[src/rtl/lcd_unpack_pkg.sv]
package lcd_unpack_pkg;

    localparam int WORD_W = 32;
    localparam int PIX_W  = 16;
    localparam int IDX_W  = 8;
    localparam int CNT_W  = $clog2(WORD_W);
    localparam int SH_W   = $clog2(WORD_W) + 4;

    typedef enum logic [2:0] {
        DEPTH_1  = 3'd0,
        DEPTH_2  = 3'd1,
        DEPTH_4  = 3'd2,
        DEPTH_8  = 3'd3,
        DEPTH_12 = 3'd4,
        DEPTH_16 = 3'd5
    } depth_e;

    typedef struct packed {
        logic [2:0] depth;
        logic       dual;
    } mode_t;

    typedef struct packed {
        logic             pal;
        logic [IDX_W-1:0] index;
        logic [PIX_W-1:0] direct;
        logic             panel;
    } pixel_t;

    function automatic depth_e norm_depth(input logic [2:0] code);
        depth_e d;
        case (code)
            3'd0:    d = DEPTH_1;
            3'd1:    d = DEPTH_2;
            3'd2:    d = DEPTH_4;
            3'd3:    d = DEPTH_8;
            3'd4:    d = DEPTH_12;
            default: d = DEPTH_16;
        endcase
        return d;
    endfunction

    // Index of the final field inside a word.
    function automatic logic [CNT_W-1:0] last_field(input depth_e d);
        logic [CNT_W-1:0] n;
        case (d)
            DEPTH_1:  n = CNT_W'(WORD_W - 1);
            DEPTH_2:  n = CNT_W'(WORD_W / 2 - 1);
            DEPTH_4:  n = CNT_W'(WORD_W / 4 - 1);
            DEPTH_8:  n = CNT_W'(WORD_W / 8 - 1);
            default:  n = CNT_W'(WORD_W / 16 - 1);
        endcase
        return n;
    endfunction

    // log2 of the slot pitch in bits.
    function automatic logic [2:0] slot_log2(input depth_e d);
        logic [2:0] s;
        case (d)
            DEPTH_1:  s = 3'd0;
            DEPTH_2:  s = 3'd1;
            DEPTH_4:  s = 3'd2;
            DEPTH_8:  s = 3'd3;
            default:  s = 3'd4;
        endcase
        return s;
    endfunction

    // Bits of each slot that carry pixel data.
    function automatic logic [PIX_W-1:0] value_mask(input depth_e d);
        logic [PIX_W-1:0] m;
        case (d)
            DEPTH_1:  m = PIX_W'(16'h0001);
            DEPTH_2:  m = PIX_W'(16'h0003);
            DEPTH_4:  m = PIX_W'(16'h000F);
            DEPTH_8:  m = PIX_W'(16'h00FF);
            DEPTH_12: m = PIX_W'(16'h0FFF);
            default:  m = PIX_W'(16'hFFFF);
        endcase
        return m;
    endfunction

    function automatic logic uses_palette(input depth_e d);
        return (d == DEPTH_1) || (d == DEPTH_2) || (d == DEPTH_4) || (d == DEPTH_8);
    endfunction

endpackage

[src/rtl/lcd_src_sel.sv]
module lcd_src_sel
    import lcd_unpack_pkg::*;
#(
    parameter int W = WORD_W
) (
    input  logic         clk,
    input  logic         rst,
    input  logic         dual,
    input  logic         restart,
    input  logic         want,
    input  logic         up_valid,
    input  logic [W-1:0] up_data,
    input  logic         lo_valid,
    input  logic [W-1:0] lo_data,
    output logic         up_ready,
    output logic         lo_ready,
    output logic         take,
    output logic         take_lower,
    output logic [W-1:0] take_data
);

    logic turn_lower_q;
    logic sel_lower;

    assign sel_lower  = dual && turn_lower_q;
    assign up_ready   = want && !sel_lower;
    assign lo_ready   = want && sel_lower;
    assign take       = sel_lower ? (want && lo_valid) : (want && up_valid);
    assign take_lower = sel_lower;
    assign take_data  = sel_lower ? lo_data : up_data;

    always_ff @(posedge clk) begin
        if (rst || restart) begin
            turn_lower_q <= 1'b0;
        end else if (take && dual) begin
            turn_lower_q <= !turn_lower_q;
        end
    end

endmodule

[src/rtl/lcd_field_extract.sv]
module lcd_field_extract
    import lcd_unpack_pkg::*;
#(
    parameter int W  = WORD_W,
    parameter int PW = PIX_W,
    parameter int CW = CNT_W,
    parameter int SW = SH_W
) (
    input  logic [W-1:0]  word,
    input  depth_e        depth,
    input  logic [CW-1:0] slot,
    output logic [PW-1:0] value
);

    logic [SW-1:0] shamt;

    always_comb begin
        shamt = SW'(slot) << slot_log2(depth);
        value = PW'(word >> shamt) & PW'(value_mask(depth));
    end

endmodule

[src/rtl/lcd_pix_route.sv]
module lcd_pix_route
    import lcd_unpack_pkg::*;
#(
    parameter int PW = PIX_W,
    parameter int IW = IDX_W
) (
    input  logic [PW-1:0] value,
    input  depth_e        depth,
    input  logic          panel,
    output pixel_t        pix
);

    always_comb begin
        pix.pal    = uses_palette(depth);
        pix.panel  = panel;
        pix.index  = '0;
        pix.direct = '0;
        if (pix.pal) begin
            pix.index = value[IW-1:0];
        end else begin
            pix.direct = value;
        end
    end

endmodule

[src/rtl/lcd_pix_serializer.sv]
module lcd_pix_serializer
    import lcd_unpack_pkg::*;
(
    input  logic              clk,
    input  logic              rst,
    input  logic [2:0]        cfg_bpp,
    input  logic              cfg_dual,
    input  logic              up_valid,
    input  logic [WORD_W-1:0] up_data,
    output logic              up_ready,
    input  logic              lo_valid,
    input  logic [WORD_W-1:0] lo_data,
    output logic              lo_ready,
    output logic              pix_valid,
    input  logic              pix_ready,
    output logic              pix_pal_en,
    output logic [IDX_W-1:0]  pix_index,
    output logic [PIX_W-1:0]  pix_direct,
    output logic              pix_panel
);

    mode_t             cfg_now;
    mode_t             cfg_seen_q;
    logic              mode_moved;
    logic              holding_q;
    logic [WORD_W-1:0] word_q;
    logic [CNT_W-1:0]  slot_q;
    depth_e            act_depth_q;
    logic              panel_q;

    logic              want;
    logic              take;
    logic              take_lower;
    logic [WORD_W-1:0] take_data;
    logic [PIX_W-1:0]  value;
    pixel_t            pix;
    logic              pix_fire;
    logic              at_last;

    assign cfg_now    = '{depth: cfg_bpp, dual: cfg_dual};
    assign mode_moved = (cfg_now != cfg_seen_q);
    assign want       = !holding_q && !mode_moved;
    assign pix_valid  = holding_q && !mode_moved;
    assign pix_fire   = pix_valid && pix_ready;
    assign at_last    = (slot_q == last_field(act_depth_q));

    lcd_src_sel #(.W(WORD_W)) src_i (
        .clk        (clk),
        .rst        (rst),
        .dual       (cfg_dual),
        .restart    (mode_moved),
        .want       (want),
        .up_valid   (up_valid),
        .up_data    (up_data),
        .lo_valid   (lo_valid),
        .lo_data    (lo_data),
        .up_ready   (up_ready),
        .lo_ready   (lo_ready),
        .take       (take),
        .take_lower (take_lower),
        .take_data  (take_data)
    );

    lcd_field_extract #(.W(WORD_W), .PW(PIX_W), .CW(CNT_W), .SW(SH_W)) ext_i (
        .word  (word_q),
        .depth (act_depth_q),
        .slot  (slot_q),
        .value (value)
    );

    lcd_pix_route #(.PW(PIX_W), .IW(IDX_W)) route_i (
        .value (value),
        .depth (act_depth_q),
        .panel (panel_q),
        .pix   (pix)
    );

    assign pix_pal_en = pix.pal;
    assign pix_index  = pix.index;
    assign pix_direct = pix.direct;
    assign pix_panel  = pix.panel;

    always_ff @(posedge clk) begin
        cfg_seen_q <= cfg_now;
        if (rst) begin
            holding_q   <= 1'b0;
            word_q      <= '0;
            slot_q      <= '0;
            act_depth_q <= DEPTH_1;
            panel_q     <= 1'b0;
        end else if (mode_moved) begin
            holding_q <= 1'b0;
        end else if (take) begin
            holding_q   <= 1'b1;
            word_q      <= take_data;
            slot_q      <= '0;
            act_depth_q <= norm_depth(cfg_bpp);
            panel_q     <= take_lower && cfg_dual;
        end else if (pix_fire) begin
            if (at_last) begin
                holding_q <= 1'b0;
            end else begin
                slot_q <= slot_q + 1'b1;
            end
        end
    end

endmodule

[config.mk]
export PLATFORM = sky130hd
export DESIGN_NAME = lcd_pix_serializer
export DESIGN_NICKNAME = d
export VERILOG_FILES = /design/src/rtl/lcd_unpack_pkg.sv /design/src/rtl/lcd_src_sel.sv /design/src/rtl/lcd_field_extract.sv /design/src/rtl/lcd_pix_route.sv /design/src/rtl/lcd_pix_serializer.sv
export SDC_FILE = /design/constraint.sdc
export NUM_CORES = 1
export LEC_CHECK = 0
export BUFFER_PORTS_ARGS = -buffer_cell sky130_fd_sc_hd__buf_2
export CORE_UTILIZATION = 40
export DETAILED_ROUTE_END_ITERATION = 12
export GPL_TIMING_DRIVEN = 0
export HOLD_SLACK_MARGIN = 0.12
export SYNTH_ARGS = -nofsm -noshare
export SYNTH_HDL_FRONTEND = slang
export SYNTH_SLANG_ARGS = --single-unit
[constraint.sdc]
create_clock -name clk -period 6.8 [get_ports clk]
set_input_delay 1.36 -clock clk [delete_from_list [all_inputs] [get_ports clk]]
set_output_delay 1.36 -clock clk [all_outputs]
set_load 0.05 [all_outputs]
==> impl_metrics.tcl <==
set metrics [dict create \
    outcome "completed" \
    diodes 0 \
    synth_simple_gate_area_frac 0.300 \
    wire_per_inst_um 18.3 \
    drt_pass1_iterations 5 \
    synth-xor-area-share 0.0172 \
    postCtsSetupBuffers 0 \
    cp.required_ns 5.44 \
    coreArea_mm2 0.00982 \
    max_cap_violations 0 \
    htreeDepth 2 \
    clockBufferDepth 2 \
    synth.area.mux_share 0.137 \
    async_reset_ff_frac 0 \
    cp_max_fo 10 \
    power_mw 0.557 \
    powerDensity_mw_per_mm2 115 \
    antenna_found_initial 0 \
    cts_resized 0 \
    critPathCaptureType "output port" \
    yosys_warnings 0 \
    clk_latency_ns 0.31 \
    finalCritPeriodShare 0.707 \
    area_delta_synth_final_pct 18.5 \
    max_slew_margin 0.449 \
    clock_skew_ns 0.00924 \
    synth_top_family_by_area "simple AND/OR/NAND/NOR gates" \
    place_ws_ns 2.32 \
    viasPerCell 5.94 \
    hold_viol 0 \
    worst_slack_ns 2.00 \
    final_max_slew_viol_count 0 \
    max_freq_mhz 208 \
    syn-cell-area_mm2 0.00407 \
    grt_max_degree 14 \
    die_w_um 103 \
    nNetsFinal 750 \
    io_pins 102 \
    seq_area_frac_synth 0.231 \
    num_rows 36 \
    hp-class "reg2reg" \
    comb_power_share 0.162 \
    syn_inst 569 \
    synth-compound-area-share 0.244 \
    worstSetupStartpointType "flip-flop" \
    grtUsageTotal 0.284 \
    critPathArrivalTime_ns 3.44 \
    finalSetupViolCount 0 \
    fin_crit_ns 4.80 \
    power_leakage_nw 1.89 \
    ir_drop_v 0.0000774 \
    design_area_mm2 0.00483 \
    synth_cell_type_count 65 \
    syn-num-nets 643 \
    cts_tree "done" \
    worstMarginPinSlew_ns 0.826 \
    crit_type "reg2out" \
    path_clk_slew_ns 0.09 \
    start_util 0.415 \
    clkSinkCount 47 \
    place.gp.congestion 0.985 \
    synth-seq-cells 47 \
    drc 0 \
    io_buffer_count 100 \
    grt_pass1_wl_um 23100 \
    drtAntennaViolNets 0 \
    final.setup.tns_ns 0 \
    clockRootBuffer "clkbuf_8" \
    grt_pass1_vias 4365 \
    die_h_um 103 \
    dieArea_mm2 0.0106 \
    clock_power_share 0.316 \
    p_int_mw 0.400 \
    wl_um 14800 \
    final_layout_size_suffix_gt1_frac 0.222 \
    cts_hold_buffers 0 \
    synthAdderAreaFrac 0.00307 \
    dpl_cell_area_mm2 0.00474 \
    dp_hpwl_um 11700 \
    rsz0062_at_grt "false" \
    syn_area_per_cell_um2 7.16 \
    drt_iter0_drc 334 \
    seqPwrFrac 0.523 \
    switching_share 0.281 \
    synth_edf_count 0 \
    reg2reg_slack_ns 4.29 \
    grt-ovfl-total 0 \
    p_sw_mw 0.156 \
    numCtsBuffers 5 \
    vias 4805 \
    ys.flop_type "dfxtp_1" \
]
==> worst paths after layout <==
kind	from	cells past startpoint	endpoint
worst max-delay path	slot_q[1]	10	pix_index[0]
worst min-delay path	word_q[0]	2	word_q[0]
worst max register to register	cfg_seen_q[0]	7	word_q[3]
worst min register to register	word_q[0]	2	word_q[0]
==> power by group through the flow <==
stage	logic, mW	registers [mW]	clock network, mW
4_1_cts	0.0889	0.291	0.177
3_5_place_dp	0.0884	0.297	0
3_3_place_gp	0.0886	0.297	0
6_report	0.0900	0.291	0.176
2_1_floorplan	0.0511	0.294	0
5_1_grt	0.0995	0.292	0.189
==> synthesized netlist by cell type, types with 3 or more instances <==
| cell type | instances | share of area |
|---|---|---|
| buf_1 | 4 | 0.0037 |
| a311oi_1 | 33 | 0.071 |
| nand4_1 | 4 | 0.0061 |
| buf_2 | 22 | 0.027 |
| a21oi_1 | 27 | 0.033 |
| o21ai_1 | 4 | 0.0049 |
| xor2_1 | 8 | 0.017 |
| clkbuf_1 | 31 | 0.029 |
| nand3_1 | 45 | 0.055 |
| a22oi_1 | 5 | 0.0092 |
| nor2b_1 | 5 | 0.0077 |
| nor3_1 | 20 | 0.025 |
| nand3b_1 | 5 | 0.0092 |
| mux2i_1 | 49 | 0.12 |
| o221ai_1 | 4 | 0.0086 |
| nand2b_1 | 5 | 0.0077 |
| a211oi_1 | 7 | 0.013 |
| dfxtp_1 | 47 | 0.23 |
| nand2_1 | 84 | 0.077 |
| nor2_1 | 73 | 0.067 |
| o22ai_1 | 5 | 0.0077 |
| and2_1 | 4 | 0.0061 |
| mux2_2 | 6 | 0.017 |
| a31oi_1 | 5 | 0.0077 |
| o32ai_1 | 5 | 0.011 |
| a41oi_1 | 3 | 0.0065 |
| o21ai_0 | 8 | 0.0098 |
| or3_1 | 3 | 0.0046 |
| a22o_1 | 3 | 0.0065 |
==> registers in the layout, summed over array words and instances, names as in the netlist <==
name                cells
act_depth_q             3
cfg_seen_q              4
holding_q               1
panel_q                 1
slot_q                  5
src_i.turn_lower_q      1
word_q                 32
==> final cells by class <==
type	count	area, um^2
inverters	2	7.51
multi-input cells	460	2860
plain buffers	60	268
clock buffers	6	82.6
repair buffers	100	500
fillers	1056	4990
well taps	133	166
flip-flops and latches	47	941
clock inverters	1	5.00
==> kinds of logic after synthesis <==
logic type               after synthesis
AO/OA/AOI/OAI                        133
flip-flops                            47
multiplexers                          55
buffers and inverters                 62
XOR/XNOR                               8
adder cells (fa/ha/maj)                1
AND/OR/NAND/NOR                      263
==> worst max-delay path, stage by stage (launching register included) <==
cell	delay, ns
dfxtp_1	0.34
clkbuf_1	0.34
mux2i_1	0.24
nor2_2	0.35
clkbuf_1	0.52
nand2_1	0.10
nand3_1	0.13
a21oi_1	0.09
a221oi_1	0.62
o22ai_1	0.18
buf_2	0.24
==> routing by layer <==
metal,vias up,routed length (um),GRT usage
met4,0,364,0.0964
met2,236,6520,0.454
li1,2316,-,-
met1,2219,6920,0.388
met3,34,960,0.0447
met5,-,0,0
==> metrics by stage <==
| stage | util | hold WS [ns] | instances |
|---|---|---|---|
| after CTS | 0.492 | 0.523 | 809 |
| after floorplan | - | 0.477 | 569 |
| final | 0.492 | 0.521 | 809 |
| after global placement | 0.483 | 0.491 | 802 |
| after global routing | 0.492 | 0.552 | 809 |
| after detailed placement | 0.483 | 0.507 | 802 |
==> cell usage in the layout, fill, tap and decap left out, drive strengths merged, types with 3 or more instances in the layout <==
master	Yosys	final
nor3	22	22
dfxtp	47	47
mux2	6	6
and2	4	4
nand3b	5	5
mux2i	49	49
or3	3	3
nand2b	5	5
a31oi	5	5
a211oi	8	8
o32ai	5	5
o22ai	5	5
buf	29	129
xor2	8	8
nor2b	5	5
a41oi	3	3
a22o	3	3
a311oi	33	33
nand2	84	84
nor2	75	75
nand3	45	45
a22oi	5	5
nand4	4	4
o21ai	12	12
a21oi	27	27
clkbuf	31	37
o221ai	4	4
No activity file was read; power rests on OpenSTA's default activity.
